### config.mk
export PLATFORM = sky130hd
export DESIGN_NAME = trig_window_matcher
export DESIGN_NICKNAME = d
export VERILOG_FILES = /design/src/rtl/trigmatch_pkg.sv /design/src/rtl/tm_trig_queue.sv /design/src/rtl/tm_hit_ring.sv /design/src/rtl/trig_window_matcher.sv
export SDC_FILE = /design/constraint.sdc
export NUM_CORES = 1
export LEC_CHECK = 0
export ABC_AREA = 1
export BUFFER_PORTS_ARGS = -buffer_cell sky130_fd_sc_hd__buf_2
export CORE_UTILIZATION = 25
export DETAILED_ROUTE_END_ITERATION = 6
export GPL_ROUTABILITY_DRIVEN = 0
export HOLD_SLACK_MARGIN = 0.06
export MAX_ROUTING_LAYER = met4
export SYNTH_ARGS = -nofsm -noshare
export SYNTH_HDL_FRONTEND = slang
export SYNTH_SLANG_ARGS = --single-unit
### constraint.sdc
create_clock -name clk -period 13.55 [get_ports clk]
set_input_delay 1.355 -clock clk [delete_from_list [all_inputs] [get_ports clk]]
set_output_delay 1.355 -clock clk [all_outputs]
set_load 0.02 [all_outputs]
### src/rtl/trigmatch_pkg.sv
package trigmatch_pkg;
  localparam int TS_W    = 8;
  localparam int ROW_W   = 10;
  localparam int COL_W   = 9;
  localparam int WORD_W  = 32;
  localparam int ROW_LSB = TS_W;
  localparam int COL_LSB = TS_W + ROW_W;

  typedef logic [TS_W-1:0]   ts_t;
  typedef logic [WORD_W-1:0] word_t;

  function automatic ts_t word_ts(word_t w);
    return w[TS_W-1:0];
  endfunction

  // reference stamp: bunch count minus latency, wrapping
  function automatic ts_t trig_stamp(ts_t now, ts_t lat);
    return ts_t'(now - lat);
  endfunction

  // signed modulo-2^TS_W distance a - b
  function automatic int ts_delta(ts_t a, ts_t b);
    logic signed [TS_W-1:0] d;
    d = signed'(ts_t'(a - b));
    return int'(d);
  endfunction

  function automatic logic in_window(ts_t ts, ts_t ref_ts, int half);
    int dv;
    dv = ts_delta(ts, ref_ts);
    return (dv >= -half) && (dv <= half);
  endfunction

  function automatic logic is_stale(ts_t ts, ts_t ref_now, int half);
    return ts_delta(ref_now, ts) > half;
  endfunction
endpackage

### src/rtl/tm_trig_queue.sv
module tm_trig_queue #(
  parameter int DEPTH = 4,
  parameter int W     = 8
) (
  input  logic         clk,
  input  logic         rst_n,
  input  logic         push,
  input  logic [W-1:0] push_data,
  input  logic         pop,
  output logic [W-1:0] head_data,
  output logic         empty,
  output logic         overflow
);
  localparam int AW = (DEPTH > 1) ? $clog2(DEPTH) : 1;
  localparam logic [AW:0]   FULL_CNT = (AW+1)'(DEPTH);
  localparam logic [AW-1:0] LAST_IDX = AW'(DEPTH - 1);

  logic [W-1:0]  mem [DEPTH];
  logic [AW-1:0] wptr, rptr;
  logic [AW:0]   count;
  logic          full, do_push, do_pop, lost;

  assign full      = (count == FULL_CNT);
  assign empty     = (count == '0);
  assign do_pop    = pop && !empty;
  assign do_push   = push && (!full || do_pop);
  assign lost      = push && full && !do_pop;
  assign head_data = mem[rptr];

  always_ff @(posedge clk) begin
    if (do_push) mem[wptr] <= push_data;
  end

  always_ff @(posedge clk or negedge rst_n) begin
    if (!rst_n) begin
      wptr <= '0; rptr <= '0; count <= '0; overflow <= 1'b0;
    end else begin
      if (do_push) wptr <= (wptr == LAST_IDX) ? '0 : wptr + 1'b1;
      if (do_pop)  rptr <= (rptr == LAST_IDX) ? '0 : rptr + 1'b1;
      case ({do_push, do_pop})
        2'b10:   count <= count + 1'b1;
        2'b01:   count <= count - 1'b1;
        default: count <= count;
      endcase
      if (lost) overflow <= 1'b1;
    end
  end

  assert_count_bound_R8: assert property (@(posedge clk) disable iff (!rst_n)
    count <= FULL_CNT);
  assert_err_sticky_R9: assert property (@(posedge clk) disable iff (!rst_n)
    overflow |=> overflow);
  assert_lost_flags_R9: assert property (@(posedge clk) disable iff (!rst_n)
    lost |=> overflow);
endmodule

### src/rtl/tm_hit_ring.sv
module tm_hit_ring #(
  parameter int DEPTH = 16,
  parameter int W     = 32,
  localparam int AW   = (DEPTH > 1) ? $clog2(DEPTH) : 1
) (
  input  logic          clk,
  input  logic          rst_n,
  input  logic          wr_en,
  input  logic [W-1:0]  wr_data,
  input  logic          pop,
  input  logic [AW-1:0] rd_off,
  output logic [W-1:0]  rd_data,
  output logic [AW:0]   count,
  output logic          full
);
  localparam logic [AW:0]   FULL_CNT = (AW+1)'(DEPTH);
  localparam logic [AW-1:0] LAST_IDX = AW'(DEPTH - 1);

  logic [W-1:0]  mem [DEPTH];
  logic [AW-1:0] head, tail, rd_idx;
  logic [AW:0]   off_sum;
  logic          do_wr, do_pop;

  assign full    = (count == FULL_CNT);
  assign do_pop  = pop && (count != '0);
  assign do_wr   = wr_en && !full;
  assign off_sum = {1'b0, head} + {1'b0, rd_off};
  assign rd_idx  = (off_sum >= FULL_CNT) ? AW'(off_sum - FULL_CNT) : AW'(off_sum);
  assign rd_data = mem[rd_idx];

  always_ff @(posedge clk) begin
    if (do_wr) mem[tail] <= wr_data;
  end

  always_ff @(posedge clk or negedge rst_n) begin
    if (!rst_n) begin
      head <= '0; tail <= '0; count <= '0;
    end else begin
      if (do_wr)  tail <= (tail == LAST_IDX) ? '0 : tail + 1'b1;
      if (do_pop) head <= (head == LAST_IDX) ? '0 : head + 1'b1;
      case ({do_wr, do_pop})
        2'b10:   count <= count + 1'b1;
        2'b01:   count <= count - 1'b1;
        default: count <= count;
      endcase
    end
  end

  assert_no_write_full_R11: assert property (@(posedge clk) disable iff (!rst_n)
    full && !do_pop |=> count == FULL_CNT);
endmodule

### src/rtl/trig_window_matcher.sv
module trig_window_matcher
  import trigmatch_pkg::*;
#(
  parameter int HIT_DEPTH  = 16,
  parameter int TRIG_DEPTH = 4,
  parameter int WIN_W      = 4
) (
  input  logic              clk,
  input  logic              rst_n,
  input  logic              cfg_trig_mode,
  input  logic [TS_W-1:0]   cfg_latency,
  input  logic [WIN_W-1:0]  cfg_half_win,
  input  logic [TS_W-1:0]   bx_time,
  input  logic              hit_valid,
  output logic              hit_ready,
  input  logic [WORD_W-1:0] hit_word,
  input  logic              trig_pulse,
  output logic              out_valid,
  input  logic              out_ready,
  output logic [WORD_W-1:0] out_word,
  output logic              trig_overflow
);
  localparam int AW = (HIT_DEPTH > 1) ? $clog2(HIT_DEPTH) : 1;

  // named internal events
  logic        tq_empty, ring_full, scan_adv, scan_at_end, scan_done, hit_match, purge;
  ts_t         cur_ref, ref_now;
  word_t       entry;
  logic [AW:0] ring_count, scan_off;
  logic        ov_q;
  word_t       od_q;
  int          half;

  assign half    = int'(cfg_half_win);
  assign ref_now = trig_stamp(bx_time, cfg_latency);

  tm_trig_queue #(.DEPTH(TRIG_DEPTH), .W(TS_W)) u_tq (
    .clk(clk), .rst_n(rst_n),
    .push(cfg_trig_mode && trig_pulse), .push_data(ref_now),
    .pop(scan_done), .head_data(cur_ref), .empty(tq_empty),
    .overflow(trig_overflow)
  );

  tm_hit_ring #(.DEPTH(HIT_DEPTH), .W(WORD_W)) u_ring (
    .clk(clk), .rst_n(rst_n),
    .wr_en(cfg_trig_mode && hit_valid), .wr_data(hit_word),
    .pop(purge), .rd_off(scan_off[AW-1:0]), .rd_data(entry),
    .count(ring_count), .full(ring_full)
  );

  assign scan_adv    = cfg_trig_mode && !tq_empty && (!ov_q || out_ready);
  assign scan_at_end = (scan_off == ring_count);
  assign scan_done   = scan_adv && scan_at_end;
  assign hit_match   = scan_adv && !scan_at_end && in_window(word_ts(entry), cur_ref, half);
  // idle scanner reads offset 0, i.e. the head entry
  assign purge       = cfg_trig_mode && tq_empty && (ring_count != '0)
                       && is_stale(word_ts(entry), ref_now, half);

  always_ff @(posedge clk or negedge rst_n) begin
    if (!rst_n) begin
      scan_off <= '0;
      ov_q     <= 1'b0;
      od_q     <= '0;
    end else begin
      if (scan_done)                   scan_off <= '0;
      else if (scan_adv && !scan_at_end) scan_off <= scan_off + 1'b1;
      if (hit_match) begin
        ov_q <= 1'b1;
        od_q <= entry;
      end else if (out_ready) begin
        ov_q <= 1'b0;
      end
    end
  end

  assign hit_ready = cfg_trig_mode ? !ring_full : out_ready;
  assign out_valid = cfg_trig_mode ? ov_q : hit_valid;
  assign out_word  = cfg_trig_mode ? od_q : hit_word;

  assert_passthru_R3: assert property (@(posedge clk) disable iff (!rst_n)
    !cfg_trig_mode |-> (out_valid == hit_valid) && (out_word == hit_word)
                       && (hit_ready == out_ready));
  assert_ts_window_R6: assert property (@(posedge clk) disable iff (!rst_n)
    hit_match |=> out_valid && in_window(word_ts(out_word), $past(cur_ref), $past(half)));
  assert_hold_R10: assert property (@(posedge clk) disable iff (!rst_n)
    cfg_trig_mode && out_valid && !out_ready |=> out_valid && $stable(out_word));
  assert_full_stall_R11: assert property (@(posedge clk) disable iff (!rst_n)
    cfg_trig_mode && ring_full |-> !hit_ready);
  assert_purge_idle_R12: assert property (@(posedge clk) disable iff (!rst_n)
    purge |-> tq_empty && (scan_off == '0) && !hit_match);
endmodule

### After elaboration in Yosys (flattened, before gate mapping)

Memories as Yosys holds them, arrays and structs flattened.
Cells that the tools add are included.

* register bits: 59
* RAM bits: 544
* input port bits: 58
* output and inout port bits: 35
* memories kept: 2

* add/subtract/negate cells: 15
* $lt $le $gt $ge: 4
* equal/unequal tests: 11
* multiplexer cells: 18
* reduce and logical (&&, ||, !) cells: 31

Memory list
* u_ring.mem: words 16, bits a word 32, read ports 1, clocked after Yosys merged registers in 0, wr ports 1, RTL line tm_hit_ring.sv:19 `logic [W-1:0] mem [DEPTH];`
* u_tq.mem: words 4, bits a word 8, read ports 1, clocked after Yosys merged registers in 0, wr ports 1, RTL line tm_trig_queue.sv:18 `logic [W-1:0] mem [DEPTH];`

Operator list (number)
* 8-bit by 32-bit greater-or-equal comparator with 1-bit output: 1
* 32-bit 2-to-1 mux: 1
* 4-bit negation with 32-bit output: 1
* 8-bit subtractor: 3
* 1-bit logical AND: 17
* 4-bit 2-to-1 mux: 3
* 5-bit by 1-bit adder with 5-bit output, second input constant: 2
* 5-bit 2-to-1 mux: 2
* 5-bit case mux with 2 select lines: 1
* 4-bit by 1-bit adder with 4-bit output, second input constant: 2
* 2-bit == test, second input constant: 4
* 4-bit == test, second input constant: 2
* 8-bit by 5-bit greater-than comparator with 1-bit output: 1
* 8-bit by 5-bit less-or-equal comparator with 1-bit output: 1
* 1-bit 2-to-1 mux: 8
* 2-bit nonzero test: 4
* 1-bit zero test: 6
* 3-bit case mux with 2 select lines: 1
* 4-bit by 4-bit adder with 5-bit output: 1
* 5-bit == test: 1
* 5-bit == test, second input constant: 1
* 5-bit greater-or-equal comparator, second input constant: 1
* 5-bit nonzero test: 1
* 5-bit by 1-bit subtractor with 5-bit output, second input constant: 1
* 9 further kinds: 13

### Longest topological paths before layout

* word-level depth: 10
* depth in mapped cells: 34
* gate-level depth less buffers: 33

### Modules after synthesis

From an unflattened synthesis, not the netlist that was laid out.

* cell total of the unflattened synthesis: 2997
* area, all modules: 28666.2 µm²

Modules (own cells, without submodules)
* tm_hit_ring: times used 1, cells each 2267, area an instance 23132.2 µm², seq. area each 15700.1 µm²
* trig_window_matcher: times used 1, cells each 572, area an instance 3717.3 µm², seq. area each 950.9 µm²
* tm_trig_queue: times used 1, cells each 158, area an instance 1816.7 µm², seq. area each 1161.1 µm²

### Worst setup path after synthesis

No wires, ideal clock.

* kind: register -> register
* start: reg scan_off[0]
* end: reg u_ring.count[4]
* library setup time: 0.125 ns
* arrival time: 5.396 ns
* required time: 13.425 ns
* slack: 8.029 ns
* stages on the path, launching flop included: 35
* buffers on the path: 3
* clock period less this slack: 5.521 ns
* path through: dfrtp_1 > ha_1 > fa_1 > clkbuf_1 > buf_2 > clkbuf_1 > o21ai_0 > o221ai_1 > nand2_1 > o21a_1 > ha_1 > nand2_1 > nor2_1 > a211oi_1 > nand3b_1 > nand2_1 > inv_1 > ha_1 > a21oi_1 > nand2_1 > nand2_1 > nand3_1 > nor2_1 > nand3_1 > nand2_2 > inv_1 > ha_1 > ha_1 > nand2_1 > nor2_1 > a211oi_1 > nand2_1 > nand2_1 > nor2_1 > xor2_1

* longest elaborated chain between the ends: 10

Ends and longest elaborated chain
* start, declared: RTL line trig_window_matcher.sv:29 `logic [AW:0] ring_count, scan_off;`
* start signal, assigned: RTL line trig_window_matcher.sv:66 `else if (scan_adv && !scan_at_end) scan_off <= scan_off + 1'b1;`
* 4-bit by 4-bit adder with 5-bit output *: RTL line tm_hit_ring.sv:27 `assign off_sum = {1'b0, head} + {1'b0, rd_off};`
* 4-bit by 1-bit subtractor with 4-bit output or 5-bit greater-or-equal comparator (tied branches): RTL line tm_hit_ring.sv:28 `assign rd_idx = (off_sum >= FULL_CNT) ? AW'(off_sum - FULL_CNT) : AW'(off_sum);`
* 4-bit 2-to-1 mux *: RTL line tm_hit_ring.sv:28
* memory 16 x 32 bit *
* 8-bit subtractor *: RTL line trigmatch_pkg.sv:24 `d = signed'(ts_t'(a - b));`
* 8-bit by 5-bit greater-than comparator with 1-bit output *: RTL line trigmatch_pkg.sv:35 `return ts_delta(ref_now, ts) > half;`
* 1-bit logical AND *: RTL line trig_window_matcher.sv:57 `&& is_stale(word_ts(entry), ref_now, half);`
* 1-bit logical AND *: RTL line tm_hit_ring.sv:25 `assign do_pop = pop && (count != '0);`
* named net u_ring.do_pop: RTL line tm_hit_ring.sv:22 `logic do_wr, do_pop;`
* 2-bit by 1-bit == test with 1-bit output or 2-bit == test (tied branches): RTL line tm_hit_ring.sv:41 `case ({do_wr, do_pop})`
* 5-bit case mux with 2 select lines or 2-bit nonzero test (tied branches)
* end signal, assigned: RTL line tm_hit_ring.sv:42 `2'b10: count <= count + 1'b1;`
* end signal, assigned: RTL line tm_hit_ring.sv:43 `2'b01: count <= count - 1'b1;`
* end signal, assigned: RTL line tm_hit_ring.sv:44 `default: count <= count;`
* end, declared: RTL line tm_hit_ring.sv:13 `output logic [AW:0] count,`

Mark *: on every way through the listed nets, which the timed path passes. The rest lies on a longest branch.
A chain may end at the register's enable or synchronous reset.

### Worst setup path in the final report

* start: reg scan_off[0]
* end: reg od_q[31]

* longest elaborated chain between the ends: 8

Ends and longest elaborated chain
* 4-bit by 4-bit adder with 5-bit output *: RTL line tm_hit_ring.sv:27
* 4-bit by 1-bit subtractor with 4-bit output or 5-bit greater-or-equal comparator (tied branches): RTL line tm_hit_ring.sv:28
* 4-bit 2-to-1 mux *: RTL line tm_hit_ring.sv:28
* memory 16 x 32 bit *
* named net entry[1]: RTL line trig_window_matcher.sv:28 `word_t entry;`
* 8-bit subtractor *: RTL line trigmatch_pkg.sv:24
* 8-bit by 32-bit greater-or-equal comparator with 1-bit output or 8-bit by 5-bit less-or-equal comparator with 1-bit output (tied branches): RTL line trigmatch_pkg.sv:31 `return (dv >= -half) && (dv <= half);`
* 1-bit logical AND *: RTL line trigmatch_pkg.sv:31
* 1-bit logical AND *: RTL line trig_window_matcher.sv:54 `assign hit_match = scan_adv && !scan_at_end && in_window(word_ts(entry), cur_ref, half);`
* end signal, assigned: RTL line trig_window_matcher.sv:69 `od_q <= entry;`
* end, declared: RTL line trig_window_matcher.sv:31 `word_t od_q;`

Marks and branches as above.

==> flow_metrics.tcl <==
set metrics [dict create \
    worst_slack_ns 6.275 \
    cp_max_fo 65 \
    fp.dieW_um 324.9 \
    synth_compound_area_frac 0.1039 \
    crit_path_start_kind "register" \
    wirelength_met1_um 30600 \
    port_buffers 92 \
    wl_per_cell_um 18.88 \
    grt_pass1_vias 16972 \
    cts-root-buf "clkbuf_16" \
    n_fill_cell 10466 \
    syn_area_um2 26060 \
    fin_util 0.2905 \
    outcome "finished clean" \
    hold_slack_ns 0.4711 \
    synth-seq-area-share 0.6834 \
    fin_tns_setup_ns 0 \
    fin_crit_ns 7.275 \
    cp_common_cell "nand2_1" \
    synthSimpleGateAreaFrac 0.1345 \
    cts_sinks 603 \
    grt_max_degree 208 \
    syn_area_per_cell_um2 11.90 \
    via_count 17195 \
    crit_type "reg2reg" \
    synth_ff_type "edfxtp_1" \
    io_pins 93 \
    final_cell_mix "edfxtp_1, nand2_1, nor2_1" \
    tightest_slew_ns 1.053 \
    first_pass_iters 7 \
    clkTransAtPathRegs_ns 0.06 \
    cts_hold_buffers 0 \
    synthesis.nets 2310 \
    routed_wl_um 69600 \
    worstHoldPathType "reg2reg" \
    ant_nets 0 \
    grt_usage 0.1335 \
    ctsHtreeMaxLevel 2 \
    initial_core_util 0.2518 \
    synth_top_family_by_area "simple AND/OR/NAND/NOR gates" \
    drtIter0Drc 1391 \
    wl_met3_um 4094 \
    synthMuxAreaShare 0.0003840 \
    cts_tree "done" \
    finalCritPeriodShare 0.5369 \
    syn2layout_area_growth_pct 15.36 \
    die_area_um2 105600 \
    synth_xor_area_frac 0.01075 \
    synthArstFlopShare 0.09784 \
    crit_slowest_cell "fa_4" \
    relSlewSlack 0.2981 \
    rsz0062_at_grt "false" \
    maxCapViolCount 0 \
    cts_max_path_buffers 3 \
    numCtsBuffers 59 \
    cp_data_arrival_time_ns 7.79 \
    slew_viol_final 0 \
    drc 0 \
    rows 118 \
    insertion_delay_ns 0.65 \
    worstPathRequired_ns 14.07 \
    postCtsResizedCells 0 \
    yosys.area_share.adder 0.03149 \
    coreArea_um2 103500 \
    synth-seq-cells 603 \
    slowest_delay_ns 1.29 \
    hold_violations 0 \
    postCtsSetupBuffers 0 \
    setup.worst_path.end_class "register" \
    finalNetCount 2368 \
    finalSetupViolCount 0 \
    gr-total-overflow 0 \
    drive_above_1_share 0.1218 \
    dpl_worst_slack_ns 6.225 \
    synth_edf_count 544 \
    grt_pass1_wl_um 105500 \
    die_h_um 324.9 \
    antenna_found_initial 9 \
    fin_worst_skew_ns 0.03621 \
    fmax_mhz 137.5 \
    dpl.hpwl_um 36670 \
    wl_met2_um 33440 \
    synth_cells 2190 \
    yosysUniqueCellTypes 51 \
    r2r_slack_ns 6.27 \
    highest_layer "met4" \
    via_per_inst 4.664 \
    ys.warnings.count 0 \
    final_common_cell "edfxtp_1" \
]
[state kept, by name, summed over array words and instances (netlist names)]
name and cells:
u_ring.mem 512, od_q 32, u_tq.mem 32, scan_off 5
u_ring.count 5, u_ring.head 4, u_ring.tail 4, u_tq.count 3
u_tq.rptr 2, u_tq.wptr 2, ov_q 1, u_tq.overflow 1
[cell usage after synthesis, types with 27 or more instances]
cell type / n / area (um^2)
clkbuf_1: 82 / 307.8
inv_1: 104 / 390.4
a21oi_1: 27 / 135.1
o221ai_1: 117 / 1025
edfxtp_1: 544 / 16340
nand2_2: 35 / 219.0
ha_1: 56 / 700.7
nand3_1: 136 / 680.7
dfrtp_1: 59 / 1476
nor2_1: 290 / 1089
o21ai_0: 262 / 1311
nand2_1: 331 / 1242
[worst max-delay path, delay by kind of cell, from the launching register on]
| family | cells | cell delay, ns |
|---|---|---|
| AO/OA/AOI/OAI | 7 | 1.41 |
| flip-flops | 1 | 0.45 |
| buffers and inverters | 5 | 1.51 |
| adder cells (fa/ha/maj) | 4 | 2.11 |
| AND/OR/NAND/NOR | 13 | 1.59 |
[path summary, 6_finish.rpt]
check	start	depth (start not counted)	end
hold / removal	od_q[1]	2	od_q[1]
setup reg to reg	scan_off[0]	29	od_q[31]
min in group asynchronous	rst_n	1	od_q[9]
max in group asynchronous	rst_n	1	u_ring.count[0]
setup / recovery	scan_off[0]	29	od_q[31]
hold reg to reg	od_q[1]	2	od_q[1]
[logic make-up (layout without fill, tap and decap cells)]
family                     Yosys count  after routing
and+or+nand+nor                    828            828
adders and majority gates           62             62
DFF                                603            603
other                                0              9
muxes                                1              1
xor gates and xnor gates            29             29
buffers and inverters              232            340
AOI/OAI and AO/OA                  435            435
[stage by stage]
step | instance area, um^2 | cells
global route | 30070 | 3686
floorplan | 26070 | 2190
finish | 30070 | 3687
global placement | 28130 | 3567
detailed placement | 28130 | 3567
CTS | 30050 | 3678
[cell type report]
type                    count  area (um^2)  area share
diodes                      9        22.52   0.0007490
clock buffers              83         1647     0.05476
clock inverters            28        271.5    0.009030
inverters                 109        415.4     0.01382
multi-input cells        1355         7487      0.2490
flip-flops and latches    603        17810      0.5924
well taps                1380         1727     0.05743
repair buffers            120        685.7     0.02280
[per-layer routing]
metal	up-vias	global-route usage
met5	-	-
met4	0	0.03435
met3	96	0.01970
met2	505	0.2199
met1	8564	0.1717
li1	8030	-
Power is left out: the tool's default activity adds up to more than one toggle a clock period on the data nets, which glitch-free logic cannot reach.
